===== config.mk =====
export PLATFORM = sky130hd
export DESIGN_NAME = lockseq_top
export DESIGN_NICKNAME = d
export VERILOG_FILES = /design/src/rtl/lockseq_pkg.sv /design/src/rtl/lockseq_datapath.sv /design/src/rtl/lockseq_control.sv /design/src/rtl/lockseq_top.sv
export SDC_FILE = /design/constraint.sdc
export NUM_CORES = 1
export LEC_CHECK = 0
export BUFFER_PORTS_ARGS = -buffer_cell sky130_fd_sc_hd__buf_2
export CORE_UTILIZATION = 35
export CTS_BUF_LIST = sky130_fd_sc_hd__clkbuf_4 sky130_fd_sc_hd__clkbuf_8
export DETAILED_ROUTE_END_ITERATION = 10
export GPL_ROUTABILITY_DRIVEN = 1
export HOLD_SLACK_MARGIN = 0.08
export PLACE_DENSITY_LB_ADDON = 0.25
export SYNTH_ARGS = -nofsm -noshare
export SYNTH_HDL_FRONTEND = slang
export SYNTH_SLANG_ARGS = --single-unit

===== constraint.sdc =====
create_clock -name clk -period 7.8 [get_ports clk]
set_clock_uncertainty 0.1 [all_clocks]
set_input_delay 0.78 -clock clk [delete_from_list [all_inputs] [get_ports clk]]
set_output_delay 0.78 -clock clk [all_outputs]
set_load 0.05 [all_outputs]

===== src/rtl/lockseq_pkg.sv =====
package lockseq_pkg;

  localparam logic [7:0] OP_WREN        = 8'h06;
  localparam logic [7:0] OP_STATUS      = 8'h05;
  localparam logic [7:0] OP_PROT_PROG   = 8'hFD;
  localparam logic [7:0] OP_PROT_READ   = 8'hFC;
  localparam logic [7:0] OP_PROT_ERASE  = 8'hE4;
  localparam logic [7:0] OP_PASS_PROG   = 8'hE8;
  localparam logic [7:0] OP_PASS_READ   = 8'hE7;
  localparam logic [7:0] OP_PASS_UNLOCK = 8'hE9;
  localparam logic [7:0] OP_MODE_WRITE  = 8'h2F;
  localparam logic [7:0] OP_LOCK_CLEAR  = 8'hA6;

  localparam logic [15:0] MODE_WORD = 16'hFFFB;

  typedef enum logic [1:0] {
    DATA_NONE,
    DATA_PASS,
    DATA_MODE
  } dataSel_e;

  // control -> datapath
  typedef struct packed {
    logic     capture;
    logic     idxClear;
    logic     idxInc;
    logic     saveProt;
    logic     pollClear;
    logic     pollInc;
    logic     useAddr;
    dataSel_e dataSel;
  } ctrlStrobes_t;

  // datapath -> control
  typedef struct packed {
    logic noSectors;
    logic idxLast;
    logic curLocked;
    logic passMatch;
    logic pollExpired;
  } dpStatus_t;

endpackage


===== src/rtl/lockseq_datapath.sv =====
module lockseq_datapath
  import lockseq_pkg::*;
#(
  parameter int NUM_SECTORS = 8,
  parameter int ADDR_W      = 32,
  parameter int PASS_W      = 64,
  parameter int POLL_LIMIT  = 4096,
  localparam int IDX_W  = (NUM_SECTORS > 1) ? $clog2(NUM_SECTORS) : 1,
  localparam int CNT_W  = $clog2(NUM_SECTORS + 1),
  localparam int POLL_W = $clog2(POLL_LIMIT + 1)
) (
  input  logic              clk,
  input  logic              rstN,
  input  ctrlStrobes_t      strb,
  input  logic              allowWrite,
  input  logic              secWrEn,
  input  logic [IDX_W-1:0]  secWrIdx,
  input  logic [ADDR_W-1:0] secWrAddr,
  input  logic [CNT_W-1:0]  secCount,
  input  logic [PASS_W-1:0] password,
  input  logic [PASS_W-1:0] rspData,
  output dpStatus_t         stat,
  output logic [ADDR_W-1:0] cmdAddr,
  output logic [PASS_W-1:0] cmdData
);

  logic [ADDR_W-1:0] addrArr [NUM_SECTORS];
  logic [7:0]        protArr [NUM_SECTORS];

  logic [IDX_W-1:0]  idx;
  logic [CNT_W-1:0]  cntReg;
  logic [PASS_W-1:0] passReg;
  logic [POLL_W-1:0] pollCnt;

  // one register slot per listed sector: address plus saved protection byte
  for (genvar g = 0; g < NUM_SECTORS; g++) begin : gEntry
    logic [ADDR_W-1:0] addrQ;
    logic [7:0]        protQ;
    always_ff @(posedge clk or negedge rstN) begin
      if (!rstN) begin
        addrQ <= '0;
        protQ <= 8'hFF;
      end else begin
        if (allowWrite && secWrEn && secWrIdx == IDX_W'(g)) addrQ <= secWrAddr;
        if (strb.saveProt && idx == IDX_W'(g))             protQ <= rspData[7:0];
      end
    end
    assign addrArr[g] = addrQ;
    assign protArr[g] = protQ;
  end

  always_ff @(posedge clk or negedge rstN) begin
    if (!rstN) begin
      idx     <= '0;
      cntReg  <= '0;
      passReg <= '0;
      pollCnt <= '0;
    end else begin
      if (strb.capture) begin
        passReg <= password;
        cntReg  <= (secCount > CNT_W'(NUM_SECTORS)) ? CNT_W'(NUM_SECTORS) : secCount;
      end
      if (strb.capture || strb.idxClear) idx <= '0;
      else if (strb.idxInc)              idx <= idx + 1'b1;
      if (strb.pollClear)    pollCnt <= '0;
      else if (strb.pollInc) pollCnt <= pollCnt + 1'b1;
    end
  end

  always_comb begin
    stat.noSectors   = (cntReg == '0);
    stat.idxLast     = (CNT_W'(idx) + CNT_W'(1)) == cntReg;
    stat.curLocked   = (protArr[idx] == 8'h00);
    stat.passMatch   = (rspData == passReg);
    stat.pollExpired = (pollCnt == POLL_W'(POLL_LIMIT - 1));
  end

  assign cmdAddr = strb.useAddr ? addrArr[idx] : '0;

  always_comb begin
    unique case (strb.dataSel)
      DATA_PASS: cmdData = passReg;
      DATA_MODE: cmdData = PASS_W'(MODE_WORD);
      default:   cmdData = '0;
    endcase
  end

endmodule


===== src/rtl/lockseq_control.sv =====
module lockseq_control
  import lockseq_pkg::*;
(
  input  logic         clk,
  input  logic         rstN,
  input  logic         start,
  input  logic         modeUpdate,
  input  logic         updateDone,
  input  logic         rspValid,
  input  logic         rspWip,
  input  dpStatus_t    stat,
  output ctrlStrobes_t strb,
  output logic         cmdValid,
  output logic [7:0]   cmdOp,
  output logic         allowWrite,
  output logic         busy,
  output logic         done,
  output logic         error
);

  typedef enum logic [4:0] {
    S_IDLE, S_ARM,
    S_L_WREN, S_L_PROG,
    S_PW_WREN, S_PW_PROG, S_PW_READ, S_PW_WAIT,
    S_MD_WREN, S_MD_WRITE,
    S_U_READ, S_U_RWAIT, S_U_UNLOCK, S_U_EWREN, S_U_ERASE, S_U_HOLD,
    S_R_CHECK, S_R_WREN, S_R_PROG,
    S_C_WREN, S_C_CLEAR,
    S_POLL, S_POLL_WAIT,
    S_DONE, S_FAIL
  } state_e;

  typedef enum logic [2:0] {
    RET_LSEC, RET_PW, RET_MODE, RET_UNLOCK, RET_ERASE, RET_RSEC, RET_CLEAR
  } ret_e;

  state_e state, stateNext;
  ret_e   pollRet, retNext;
  logic   setRet;
  logic   modeReg;

  always_comb begin
    stateNext = state;
    strb      = '0;
    cmdValid  = 1'b0;
    cmdOp     = OP_WREN;
    setRet    = 1'b0;
    retNext   = RET_LSEC;
    unique case (state)
      S_IDLE, S_DONE, S_FAIL: begin
        if (start) begin
          strb.capture = 1'b1;
          stateNext    = S_ARM;
        end
      end
      S_ARM: begin
        if (modeReg) stateNext = stat.noSectors ? S_U_UNLOCK : S_U_READ;
        else         stateNext = stat.noSectors ? S_PW_WREN  : S_L_WREN;
      end
      // ---- lockdown ----
      S_L_WREN: begin
        cmdValid = 1'b1; cmdOp = OP_WREN; stateNext = S_L_PROG;
      end
      S_L_PROG: begin
        cmdValid = 1'b1; cmdOp = OP_PROT_PROG; strb.useAddr = 1'b1;
        strb.pollClear = 1'b1; setRet = 1'b1; retNext = RET_LSEC; stateNext = S_POLL;
      end
      S_PW_WREN: begin
        cmdValid = 1'b1; cmdOp = OP_WREN; stateNext = S_PW_PROG;
      end
      S_PW_PROG: begin
        cmdValid = 1'b1; cmdOp = OP_PASS_PROG; strb.dataSel = DATA_PASS;
        strb.pollClear = 1'b1; setRet = 1'b1; retNext = RET_PW; stateNext = S_POLL;
      end
      S_PW_READ: begin
        cmdValid = 1'b1; cmdOp = OP_PASS_READ; stateNext = S_PW_WAIT;
      end
      S_PW_WAIT: begin
        if (rspValid) stateNext = stat.passMatch ? S_MD_WREN : S_FAIL;
      end
      S_MD_WREN: begin
        cmdValid = 1'b1; cmdOp = OP_WREN; stateNext = S_MD_WRITE;
      end
      S_MD_WRITE: begin
        cmdValid = 1'b1; cmdOp = OP_MODE_WRITE; strb.dataSel = DATA_MODE;
        strb.pollClear = 1'b1; setRet = 1'b1; retNext = RET_MODE; stateNext = S_POLL;
      end
      // ---- update ----
      S_U_READ: begin
        cmdValid = 1'b1; cmdOp = OP_PROT_READ; strb.useAddr = 1'b1; stateNext = S_U_RWAIT;
      end
      S_U_RWAIT: begin
        if (rspValid) begin
          strb.saveProt = 1'b1;
          if (stat.idxLast) stateNext = S_U_UNLOCK;
          else begin
            strb.idxInc = 1'b1;
            stateNext   = S_U_READ;
          end
        end
      end
      S_U_UNLOCK: begin
        cmdValid = 1'b1; cmdOp = OP_PASS_UNLOCK; strb.dataSel = DATA_PASS;
        strb.pollClear = 1'b1; setRet = 1'b1; retNext = RET_UNLOCK; stateNext = S_POLL;
      end
      S_U_EWREN: begin
        cmdValid = 1'b1; cmdOp = OP_WREN; stateNext = S_U_ERASE;
      end
      S_U_ERASE: begin
        cmdValid = 1'b1; cmdOp = OP_PROT_ERASE;
        strb.pollClear = 1'b1; setRet = 1'b1; retNext = RET_ERASE; stateNext = S_POLL;
      end
      S_U_HOLD: begin
        if (updateDone) begin
          strb.idxClear = 1'b1;
          stateNext     = stat.noSectors ? S_C_WREN : S_R_CHECK;
        end
      end
      S_R_CHECK: begin
        if (stat.curLocked)    stateNext = S_R_WREN;
        else if (stat.idxLast) stateNext = S_C_WREN;
        else                   strb.idxInc = 1'b1;
      end
      S_R_WREN: begin
        cmdValid = 1'b1; cmdOp = OP_WREN; stateNext = S_R_PROG;
      end
      S_R_PROG: begin
        cmdValid = 1'b1; cmdOp = OP_PROT_PROG; strb.useAddr = 1'b1;
        strb.pollClear = 1'b1; setRet = 1'b1; retNext = RET_RSEC; stateNext = S_POLL;
      end
      S_C_WREN: begin
        cmdValid = 1'b1; cmdOp = OP_WREN; stateNext = S_C_CLEAR;
      end
      S_C_CLEAR: begin
        cmdValid = 1'b1; cmdOp = OP_LOCK_CLEAR;
        strb.pollClear = 1'b1; setRet = 1'b1; retNext = RET_CLEAR; stateNext = S_POLL;
      end
      // ---- shared busy polling ----
      S_POLL: begin
        cmdValid = 1'b1; cmdOp = OP_STATUS; stateNext = S_POLL_WAIT;
      end
      S_POLL_WAIT: begin
        if (rspValid) begin
          if (!rspWip) begin
            unique case (pollRet)
              RET_LSEC: begin
                if (stat.idxLast) stateNext = S_PW_WREN;
                else begin
                  strb.idxInc = 1'b1;
                  stateNext   = S_L_WREN;
                end
              end
              RET_PW:     stateNext = S_PW_READ;
              RET_MODE:   stateNext = S_DONE;
              RET_UNLOCK: stateNext = S_U_EWREN;
              RET_ERASE:  stateNext = S_U_HOLD;
              RET_RSEC: begin
                if (stat.idxLast) stateNext = S_C_WREN;
                else begin
                  strb.idxInc = 1'b1;
                  stateNext   = S_R_CHECK;
                end
              end
              default:    stateNext = S_DONE;
            endcase
          end else if (stat.pollExpired) begin
            stateNext = S_FAIL;
          end else begin
            strb.pollInc = 1'b1;
            stateNext    = S_POLL;
          end
        end
      end
      default: stateNext = S_IDLE;
    endcase
  end

  always_ff @(posedge clk or negedge rstN) begin
    if (!rstN) begin
      state   <= S_IDLE;
      pollRet <= RET_LSEC;
      modeReg <= 1'b0;
    end else begin
      state <= stateNext;
      if (setRet)       pollRet <= retNext;
      if (strb.capture) modeReg <= modeUpdate;
    end
  end

  assign allowWrite = (state == S_IDLE) || (state == S_DONE) || (state == S_FAIL);
  assign busy       = !allowWrite;
  assign done       = (state == S_DONE);
  assign error      = (state == S_FAIL);

endmodule


===== src/rtl/lockseq_top.sv =====
module lockseq_top
  import lockseq_pkg::*;
#(
  parameter int NUM_SECTORS = 8,
  parameter int ADDR_W      = 32,
  parameter int POLL_LIMIT  = 4096,
  localparam int IDX_W = (NUM_SECTORS > 1) ? $clog2(NUM_SECTORS) : 1,
  localparam int CNT_W = $clog2(NUM_SECTORS + 1)
) (
  input  logic              clk,
  input  logic              rstN,
  input  logic              start,
  input  logic              modeUpdate,
  input  logic [63:0]       password,
  input  logic              secWrEn,
  input  logic [IDX_W-1:0]  secWrIdx,
  input  logic [ADDR_W-1:0] secWrAddr,
  input  logic [CNT_W-1:0]  secCount,
  input  logic              updateDone,
  input  logic              rspValid,
  input  logic [63:0]       rspData,
  output logic              cmdValid,
  output logic [7:0]        cmdOp,
  output logic [ADDR_W-1:0] cmdAddr,
  output logic [63:0]       cmdData,
  output logic              busy,
  output logic              done,
  output logic              error
);

  ctrlStrobes_t strb;
  dpStatus_t    stat;
  logic         allowWrite;

  lockseq_control u_control (
    .clk        (clk),
    .rstN       (rstN),
    .start      (start),
    .modeUpdate (modeUpdate),
    .updateDone (updateDone),
    .rspValid   (rspValid),
    .rspWip     (rspData[0]),
    .stat       (stat),
    .strb       (strb),
    .cmdValid   (cmdValid),
    .cmdOp      (cmdOp),
    .allowWrite (allowWrite),
    .busy       (busy),
    .done       (done),
    .error      (error)
  );

  lockseq_datapath #(
    .NUM_SECTORS (NUM_SECTORS),
    .ADDR_W      (ADDR_W),
    .PASS_W      (64),
    .POLL_LIMIT  (POLL_LIMIT)
  ) u_datapath (
    .clk        (clk),
    .rstN       (rstN),
    .strb       (strb),
    .allowWrite (allowWrite),
    .secWrEn    (secWrEn),
    .secWrIdx   (secWrIdx),
    .secWrAddr  (secWrAddr),
    .secCount   (secCount),
    .password   (password),
    .rspData    (rspData),
    .stat       (stat),
    .cmdAddr    (cmdAddr),
    .cmdData    (cmdData)
  );

endmodule


==> results.tsv, run 1 <==
stage	metric	value	unit
logic_synthesis	yosysSeqAreaShare	0.509	
timing	tightest_slew	1170	ps
global_routing	grt_pass1_wl	89000	um
placement	dp_hpwl	37100	um
timing	finalMaxSlewViolations	0	
timing	rsz0062_at_grt	no	
worst_setup_path	rrSetupSlack	4130	ps
power	leakage	11.8	nW
logic_synthesis	ys_types	71	
final_layout	area.growth.synth_to_final	17.9	%
clock_network	h-tree-depth	3	
run	max-cap-violations	0	
worst_hold_path	whs_endpoint	u_datapath.passReg[24]$_DFFE_PN0P_	
timing	relSlewSlack	0.215	
die	die_w	244	um
clock_network	clk_pin_slew_worst_paths	60	ps
worst_setup_path	path_cells	xor2_1 -> nand2_1 -> inv_1 -> ha_2 -> and2_1 -> buf_2	
worst_setup_path	cp_top_family	flip-flops	
global_routing	grt_pass1_vias	15091	
power	p_per_area	338	nW/um^2
die	start_util	0.354	
timing	post-route-period-util	0.575	
worst_setup_path	reg2regPathDepth	7	
logic_synthesis	synthFlopType	dfrtp_1	
final_layout	final_area	24100	um^2
routing	routed_wl	56400	um
routing	ant_nets	0	
worst_setup_path	cp.required	6920	ps
die	coreArea	57700	um^2
worst_hold_path	hp-class	in2reg	
worst_setup_path	critPathMaxStageDelay	940	ps
worst_setup_path	crit_buf_inv	2	
placement	io_buffers	281	
die	die_area	59400	um^2
die	io_pins	282	
run_status	status	finished clean	
clock_network	ctsRootBufferMaster	clkbuf_8	
clock_network	clock_latency	650	ps
timing	finalHoldViolCount	0	
routing	wl_per_cell	20.3	um
clock_network	clock_path_buffers	3	
logic_synthesis	yosysWarnings	0	
worst_hold_path	holdPathStages	3	
logic_synthesis	netlist_instances	1696	
worst_setup_path	worstPathArrival	3600	ps
worst_setup_path	crit_type	reg2out	
timing	max_freq	223	MHz
clock_network	cts_tree	done	
global_routing	grt_max_degree	99	
clock_network	cts-resized-gates	0	
global_routing	grtUsageTotal	0.191	
power	switching_share	0.349	
routing	viasPerCell	5.13	
worst_setup_path	critPathMaxFanout	64	
power	p_clk_frac	0.270	
die	rows	88	
routing	drt_iter0_drc	680	
logic_synthesis	synthArstFlopShare	1.00	
logic_synthesis	syn_area	20500	um^2
timing	finalSetupViolCount	0	
global_routing	grt_overflow	0	
clock_network	cts_buffers	74	
global_routing	antenna_found_initial	9	
worst_setup_path	r2r-end	u_datapath.gEntry[1].addrQ[21]$_DFFE_PN0P_	
routing	num_vias	14298	
final_layout	drive_gt1_frac	0.453	
worst_hold_path	min_from	password[24]	
placement	place_area	22500	um^2
power	comb_power_share	0.323	
power	p_total	8.16	mW
power	internal_power	5.31	mW
power	switching_power	2.85	mW
placement	gp_congestion	0.890	
worst_setup_path	end_kind	output pin	
logic_synthesis	synth_fp_nets	1879	
final_layout	layout_commonest_cell	dfrtp_1	
timing	post-route-min-period	4480	ps
logic_synthesis	ys_ff_latch	413	
logic_synthesis	synth.avg_cell_area	12.1	um^2
routing	dr.pass1.iters	5	
timing	tns	0	ps
worst_setup_path	worstReg2RegStart	u_control.state[3]$_DFFE_PN0P_	
die	die_h	244	um
worst_setup_path	cp-start-kind	flop	
final_layout	nNetsFinal	2142	
worst_setup_path	cp_slowest_cell	dfrtp_1	
final_layout	layout_common_cells	dfrtp_1, mux2_2, nand2_1	
routing	drc_errors	0	
logic_synthesis	synth_edf_count	0	
power	ir_drop	0.000188	V
clock_network	cts_num_sinks	413	
power	seqPwrFrac	0.407	
-- worst max path at each step --
stage	startpoint	slack, ps	endpoint	cells after the start
final	u_control.state[3]$_DFFE_PN0P_	3320	cmdData[44]	6
after global placement	u_datapath.idx[0]$_DFFE_PN0P_	4010	cmdAddr[12]	5
after floorplan	u_control.state[3]$_DFFE_PN0P_	4330	cmdData[10]	11
after detailed placement	u_datapath.idx[0]$_DFFE_PN0P_	4010	cmdAddr[12]	5
after CTS	u_datapath.idx[0]$_DFFE_PN0P_	3270	cmdAddr[12]	5
after global routing	u_control.state[3]$_DFFE_PN0P_	2940	cmdData[10]	7
-- power groups by stage --
stage          Clock, mW  Sequential, mW  Combinational [mW]
3_5_place_dp           0            3.35                2.65
4_1_cts             2.29            3.31                2.66
6_report            2.20            3.32                2.64
3_3_place_gp           0            3.32                2.60
2_1_floorplan          0            3.14                2.10
5_1_grt             2.38            3.40                2.88
-- sequential cells by signal (all words and copies together) (netlist names) --
signal,flops
u_datapath.gEntry.addrQ,256
u_datapath.cntReg,4
u_control.modeReg,1
u_datapath.gEntry.protQ,64
u_control.state,5
u_control.pollRet,3
u_datapath.pollCnt,13
u_datapath.passReg,64
u_datapath.idx,3
-- area by class of cell --
cell class	instances	area [um^2]
diodes	3	7.51
flip-flops and latches	413	10400
clock inverters	16	165
well taps	765	957
multi-input cells	1153	9460
fillers	5501	33600
repair buffers	302	1580
clock buffers	119	1470
inverters	15	56.3
-- worst register-to-register path, delay by kind of cell (launching register included) --
kind	cells	cell delay [ps]
and+or+nand+nor	4	1400
DFF	1	940
buffers and inverters	1	530
muxes	1	400
xor gates and xnor gates	1	200
-- cell families after synthesis --
family / count (synthesis) / synth area share
and+or+nand+nor: 522 / 0.121
adders and majority gates: 9 / 0.00551
muxes: 390 / 0.255
buffers and inverters: 130 / 0.0295
xor gates and xnor gates: 84 / 0.0360
DFF: 413 / 0.509
AOI/OAI and AO/OA: 148 / 0.0433
-- cell usage after synthesis (11+ instances only) --
| cell type | n | area [um^2] |
|---|---|---|
| and2_1 | 51 | 319 |
| dfstp_2 | 64 | 1680 |
| inv_1 | 14 | 52.6 |
| mux2_4 | 30 | 450 |
| o21ai_0 | 29 | 145 |
| a21oi_1 | 68 | 340 |
| buf_2 | 26 | 130 |
| xor2_1 | 79 | 692 |
| nor3_1 | 12 | 60.1 |
| buf_4 | 14 | 105 |
| buf_1 | 14 | 52.6 |
| nor4_1 | 33 | 206 |
| nor2_1 | 51 | 191 |
| nand3_1 | 18 | 90.1 |
| mux4_2 | 64 | 1440 |
| nand2_1 | 294 | 1100 |
| clkbuf_1 | 57 | 214 |
| nand4_1 | 11 | 68.8 |
| mux2_2 | 294 | 3310 |
| dfrtp_1 | 349 | 8730 |
-- stage by stage --
| stage | setup WS, ps | std cells | utilization | hold slack [ps] |
|---|---|---|---|---|
| finish | 3320 | 2786 | 0.418 | 217 |
| global route | 2940 | 2785 | 0.418 | 180 |
| CTS | 3270 | 2783 | 0.418 | 156 |
| detailed placement | 4010 | 2647 | 0.389 | 381 |
| global placement | 4010 | 2647 | 0.389 | 371 |
| floorplan | 4330 | 1696 | - | 346 |
-- repair_timing --
item / 4_1_cts / 5_1_grt
endpoints found under the hold margin: 26 / 0
setup buffers: 0 / 0
hold buffers: 1 / 0
-- layer usage --
layer,share of wire,track usage,up-vias
met3,0.062,0.0470,105
met4,0.022,0.0531,10
met1,0.45,0.255,7254
met2,0.47,0.309,424
met5,0.0013,0,-
li1,-,-,6505
Note: power is estimated with default switching activity, not from simulation.
==> run 2, diff against run 1 <==
Clock period 7.8 ns to 4.45 ns, I/O delays scaled along.
==> run 2 against run 1 <==
Net effect: clock power grew 66%; critical path depth grew 2; clock-buffer cell count is the same; final area grew 4.3%; final cell count grew 3.7%; die area is the same; non-clock buffer count grew 113; flip-flop and latch count is the same; sequential share of layout area shrank 1.8 points; sequential power grew 78%; power grew 74%; critical endpoint is now cmdData[38].
==> results.tsv, run 2 (synthesized netlist as in run 1, its figures left out) <==
stage	metric	value	unit
run_status	status	finished clean	
routing	ant_nets	0	
worst_setup_path	worstPathArrival	3280	ps
die	io_pins	282	
final_layout	layout.core_utilization	0.436	
die	rows	88	
final_layout	diodes	0	
timing	tightest_slew	842	ps
timing	max_freq	262	MHz
worst_setup_path	crit_type	reg2out	
power	p_per_area	564	nW/um^2
routing	dr.pass1.iters	7	
worst_setup_path	path_cells	buf_4 -> xor2_1 -> nand2_1 -> inv_1 -> ha_2 -> buf_4 -> and2_1 -> buf_2	
timing	tns	0	ps
timing	rsz0062_at_grt	no	
routing	num_vias	14657	
power	p_total	14.2	mW
placement	place_area	22600	um^2
worst_setup_path	end_kind	output pin	
clock_network	clk_pin_slew_worst_paths	50	ps
run	max-cap-violations	0	
routing	viasPerCell	5.08	
power	switching_power	4.96	mW
final_layout	final_area	25200	um^2
placement	io_buffers	281	
final_layout	area.growth.synth_to_final	23.0	%
worst_setup_path	cp-start-kind	flop	
power	leakage	12.2	nW
clock_network	cts_buffers	75	
power	switching_share	0.350	
final_layout	drive_gt1_frac	0.432	
clock_network	cts-resized-gates	0	
routing	routed_wl	57900	um
worst_setup_path	rrSetupSlack	1280	ps
worst_setup_path	crit_path_frequent_cell	buf_4	
timing	finalSetupViolCount	0	
global_routing	grtUsageTotal	0.195	
worst_hold_path	whs_endpoint	u_datapath.gEntry[4].protQ[7]$_DFFE_PN1P_	
global_routing	grt_pass1_wl	90400	um
final_layout	largest_reg_flops	256	
die	die_h	244	um
clock_network	cts_num_sinks	413	
timing	post-route-period-util	0.859	
clock_network	ctsRootBufferMaster	clkbuf_8	
timing	finalHoldViolCount	0	
power	seqPwrFrac	0.417	
global_routing	grt_pass1_vias	15284	
placement	dp_hpwl	38300	um
routing	drc_errors	0	
final_layout	layout_commonest_cell	dfrtp_1	
power	comb_power_share	0.325	
worst_setup_path	r2r-end	u_datapath.gEntry[0].addrQ[27]$_DFFE_PN0P_	
power	p_clk_frac	0.258	
worst_hold_path	hp-class	in2reg	
die	die_w	244	um
placement	gp_congestion	0.927	
timing	relSlewSlack	0.437	
worst_hold_path	min_from	rspData[7]	
routing	wl_per_cell	20.0	um
routing	drt_iter0_drc	775	
final_layout	top_regs	u_datapath.gEntry.addrQ: 256 flops, u_datapath.gEntry.protQ: 64 flops, u_datapath.passReg: 64 flops	
worst_hold_path	holdPathStages	2	
die	start_util	0.354	
worst_setup_path	critPathMaxStageDelay	530	ps
die	coreArea	57700	um^2
final_layout	top_register	u_datapath.gEntry.addrQ	
clock_network	h-tree-depth	3	
final_layout	fillCellCount	5480	
worst_setup_path	critPathMaxFanout	45	
worst_setup_path	reg2regPathDepth	7	
worst_setup_path	worstReg2RegStart	u_control.state[4]$_DFFE_PN0P_	
global_routing	grt_max_degree	111	
global_routing	grt_overflow	0	
worst_setup_path	cp.required	3900	ps
clock_network	cts_tree	done	
global_routing	antenna_found_initial	7	
die	die_area	59400	um^2
clock_network	clock_latency	650	ps
power	ir_drop	0.000303	V
worst_setup_path	cp_slowest_cell	dfrtp_1	
final_layout	nNetsFinal	2256	
timing	finalMaxSlewViolations	0	
final_layout	layout_common_cells	dfrtp_1, mux2_2, nand2_1	
clock_network	clock_path_buffers	3	
power	internal_power	9.23	mW
timing	post-route-min-period	3820	ps
## run 2: through the flow
| step | setup slack [ps] | hold slack, ps | std cells |
|---|---|---|---|
| after detailed placement | 1280 | 375 | 2658 |
| after floorplan | 1310 | 49.4 | 1696 |
| after global placement | 1280 | 368 | 2658 |
| after global routing | 413 | 136 | 2888 |
| after CTS | 612 | 113 | 2888 |
| final | 629 | 157 | 2888 |
## run 2: worst max path at each step
stage	cells past startpoint	endpoint	startpoint
global route	9	cmdData[38]	u_control.state[2]$_DFFE_PN0P_
floorplan	11	cmdData[10]	u_control.state[3]$_DFFE_PN0P_
detailed placement	8	u_control.state[1]$_DFFE_PN0P_	u_datapath.idx[0]$_DFFE_PN0P_
CTS	5	cmdAddr[1]	u_datapath.idx[1]$_DFFE_PN0P_
finish	8	cmdData[38]	u_control.state[3]$_DFFE_PN0P_
global placement	5	cmdAddr[1]	u_datapath.idx[1]$_DFFE_PN0P_
## run 2: cell type report
type	instances	area [um^2]	share of cell area
clock buffer	119	1430	0.0566
clock inverter	8	86.3	0.00343
inverter	15	56.3	0.00224
multi-input combinational	1153	9460	0.376
sequential	413	10400	0.414
tap	765	957	0.0380
timing repair buffer	415	2760	0.109
## run 2: power groups by stage
| stage | Sequential, mW | Clock (mW) | Combinational [mW] |
|---|---|---|---|
| after global routing | 6.06 | 3.97 | 5.05 |
| after CTS | 5.90 | 3.81 | 4.66 |
| after detailed placement | 5.96 | 0 | 4.57 |
| after global placement | 5.90 | 0 | 4.48 |
| after floorplan | 5.51 | 0 | 3.68 |
| final | 5.92 | 3.66 | 4.62 |
## run 2: worst max-delay path: cells and delay by family, from the launching register on
| family | cells | cell delay, ps |
|---|---|---|
| simple gates | 2 | 310 |
| buf+inv | 4 | 1060 |
| xor+xnor | 1 | 300 |
| flops | 1 | 530 |
| fa+ha+maj | 1 | 410 |
## run 2: repair_timing
action	4_1_cts	5_1_grt
buffers inserted	0	0
hold buffers	103	0
endpoints found under the hold margin	380	0
## run 2: routing by layer
metal / track usage / part of all wire
met5: 0 / 0.0017
met4: 0.0590 / 0.028
met2: 0.320 / 0.47
met1: 0.255 / 0.44
met3: 0.0464 / 0.056
==> run 3, diff against run 2 <==
Settings changed: PLACE_DENSITY from default to 0.62, PLACE_DENSITY_LB_ADDON 0.25 to default.
==> run 3 against run 2 <==
Net effect: final area up 0.82%; first-iteration DRC count increased by 15%; combinational power increased by 2%; critical path depth is 1 higher; core utilization grew 0.36 points; critical endpoint is now cmdData[57]; highest routed layer unchanged; die area stayed put; largest power group unchanged; via count is 1.4% higher; power rose by 2.0%; maximum frequency rose by 3.1%; sequential power down 1%.
==> results.tsv, run 3 (synthesized netlist as in run 1, its figures left out) <==
stage	metric	value	unit
timing	finalHoldViolCount	0	
timing	post-route-period-util	0.833	
run_status	status	finished clean	
routing	viasPerCell	5.12	
final_layout	fillCellCount	5383	
timing	rsz0062_at_grt	no	
worst_setup_path	cp-start-kind	flop	
placement	gp_congestion	0.918	
routing	drt_iter0_drc	890	
worst_setup_path	critPathMaxStageDelay	480	ps
routing	num_vias	14866	
power	p_per_area	571	nW/um^2
worst_setup_path	end_kind	output pin	
worst_setup_path	worstPathArrival	3160	ps
global_routing	grt_max_degree	129	
die	io_pins	282	
global_routing	grt_overflow	0	
power	leakage	12.3	nW
clock_network	clk_pin_slew_worst_paths	60	ps
routing	routed_wl	57000	um
clock_network	ctsRootBufferMaster	clkbuf_8	
clock_network	cts_buffers	77	
timing	max_freq	270	MHz
worst_setup_path	crit_buf_inv	4	
worst_setup_path	crit_type	reg2out	
clock_network	cts_num_sinks	413	
worst_setup_path	cp_top_family	buffers and inverters	
placement	io_buffers	281	
timing	finalMaxSlewViolations	0	
worst_setup_path	cp.required	3900	ps
routing	drc_errors	0	
worst_setup_path	critPathMaxFanout	64	
die	start_util	0.354	
final_layout	nNetsFinal	2257	
final_layout	top_register	u_datapath.gEntry.addrQ	
placement	dp_hpwl	37600	um
final_layout	largest_reg_flops	256	
power	p_total	14.5	mW
global_routing	antenna_found_initial	10	
worst_hold_path	hp-class	in2reg	
clock_network	clock_path_buffers	3	
clock_network	cts-resized-gates	0	
die	die_w	244	um
clock_network	cts_tree	done	
final_layout	layout_commonest_cell	dfrtp_1	
routing	wl_per_cell	19.6	um
die	coreArea	57700	um^2
routing	ant_nets	0	
timing	post-route-min-period	3700	ps
global_routing	grtUsageTotal	0.191	
die	die_area	59400	um^2
global_routing	grt_pass1_wl	89200	um
global_routing	grt_pass1_vias	15721	
worst_setup_path	cp_slowest_cell	dfrtp_1	
clock_network	cts.hold.buffers_added	103	
die	rows	88	
clock_network	h-tree-depth	3	
timing	tns	0	ps
timing	tightest_slew	1040	ps
final_layout	top_regs	u_datapath.gEntry.addrQ: 256 flops, u_datapath.gEntry.protQ: 64 flops, u_datapath.passReg: 64 flops	
power	ir_drop	0.000350	V
routing	dr.pass1.iters	8	
timing	hold_slack	147	ps
run	max-cap-violations	0	
timing	finalSetupViolCount	0	
clock_network	clock_latency	670	ps
die	die_h	244	um
timing	relSlewSlack	0.310	
worst_setup_path	path_cells	buf_4 -> nand2b_1 -> nor2_1 -> nand2_1 -> inv_1 -> ha_2 -> buf_4 -> and2_1 -> buf_2	
final_layout	layout_common_cells	dfrtp_1, mux2_2, nand2_1	
final_layout	area.growth.synth_to_final	24.1	%
worst_setup_path	crit_path_frequent_cell	buf_4	
clock_network	post_cts_buffers	0	
final_layout	drive_gt1_frac	0.435	
## run 3: changes by cell type in the layout (fill, tap and decap cells not counted)
| cell | previous run | this run |
|---|---|---|
| inv_6 | 2 | 3 |
| inv_12 | 0 | 2 |
| buf_12 | 6 | 9 |
| dfrtp_1 | 346 | 347 |
| inv_8 | 0 | 1 |
| clkbuf_4 | 34 | 29 |
| clkinv_2 | 3 | 7 |
| clkinv_8 | 1 | 0 |
| diode_2 | 0 | 4 |
| clkbuf_8 | 85 | 96 |
| dfrtp_4 | 2 | 1 |
| buf_4 | 25 | 21 |
## run 3: cell type report
class	count	area, um^2	area share
clock buffer	125	1540	0.0607
tap	765	957	0.0377
sequential	413	10400	0.411
inverter	15	56.3	0.00222
antenna	4	10.0	0.000395
clock inverter	15	143	0.00562
multi-input combinational	1153	9460	0.373
timing repair buffer	414	2790	0.110
## run 3: path summary, 6_finish.rpt
kind / start / end / slack, ps / cells past startpoint
min in group asynchronous: rstN / u_control.pollRet[2]$_DFFE_PN0N_ / 360 / 2
max in group asynchronous: rstN / u_datapath.gEntry[5].addrQ[19]$_DFFE_PN0P_ / 2690 / 3
worst max-delay path: u_control.state[2]$_DFFE_PN0P_ / cmdData[57] / 750 / 9
worst min register to register: u_datapath.gEntry[6].addrQ[31]$_DFFE_PN0P_ / u_datapath.gEntry[6].addrQ[31]$_DFFE_PN0P_ / 400 / 1
worst min-delay path: rspData[6] / u_datapath.gEntry[5].protQ[6]$_DFFE_PN1P_ / 150 / 2
worst max register to register: u_datapath.idx[0]$_DFFE_PN0P_ / u_control.state[1]$_DFFE_PN0P_ / 1290 / 8
## run 3: through the flow
stage	cells	instance area, um^2	worst slack (ps)	util
6_report	2904	25400	745	0.440
5_1_grt	2902	25400	499	0.440
4_1_cts	2900	25400	620	0.440
3_5_place_dp	2657	22600	1280	0.393
3_3_place_gp	2657	22600	1320	0.393
2_1_floorplan	1696	20500	1310	-
## run 3: power breakdown
group,internal [mW],switching (mW),leakage (nW)
registers,4.98,0.866,5.27
logic,2.18,2.52,6.18
clock network,2.27,1.67,0.900
## run 3: per-layer routing
metal / global-route usage / vias up / share of wire
li1: - / 6760 / -
met1: 0.240 / 7527 / 0.43
met2: 0.324 / 450 / 0.49
met3: 0.0406 / 117 / 0.052
met4: 0.0688 / 12 / 0.028
met5: 0 / - / 0.0014
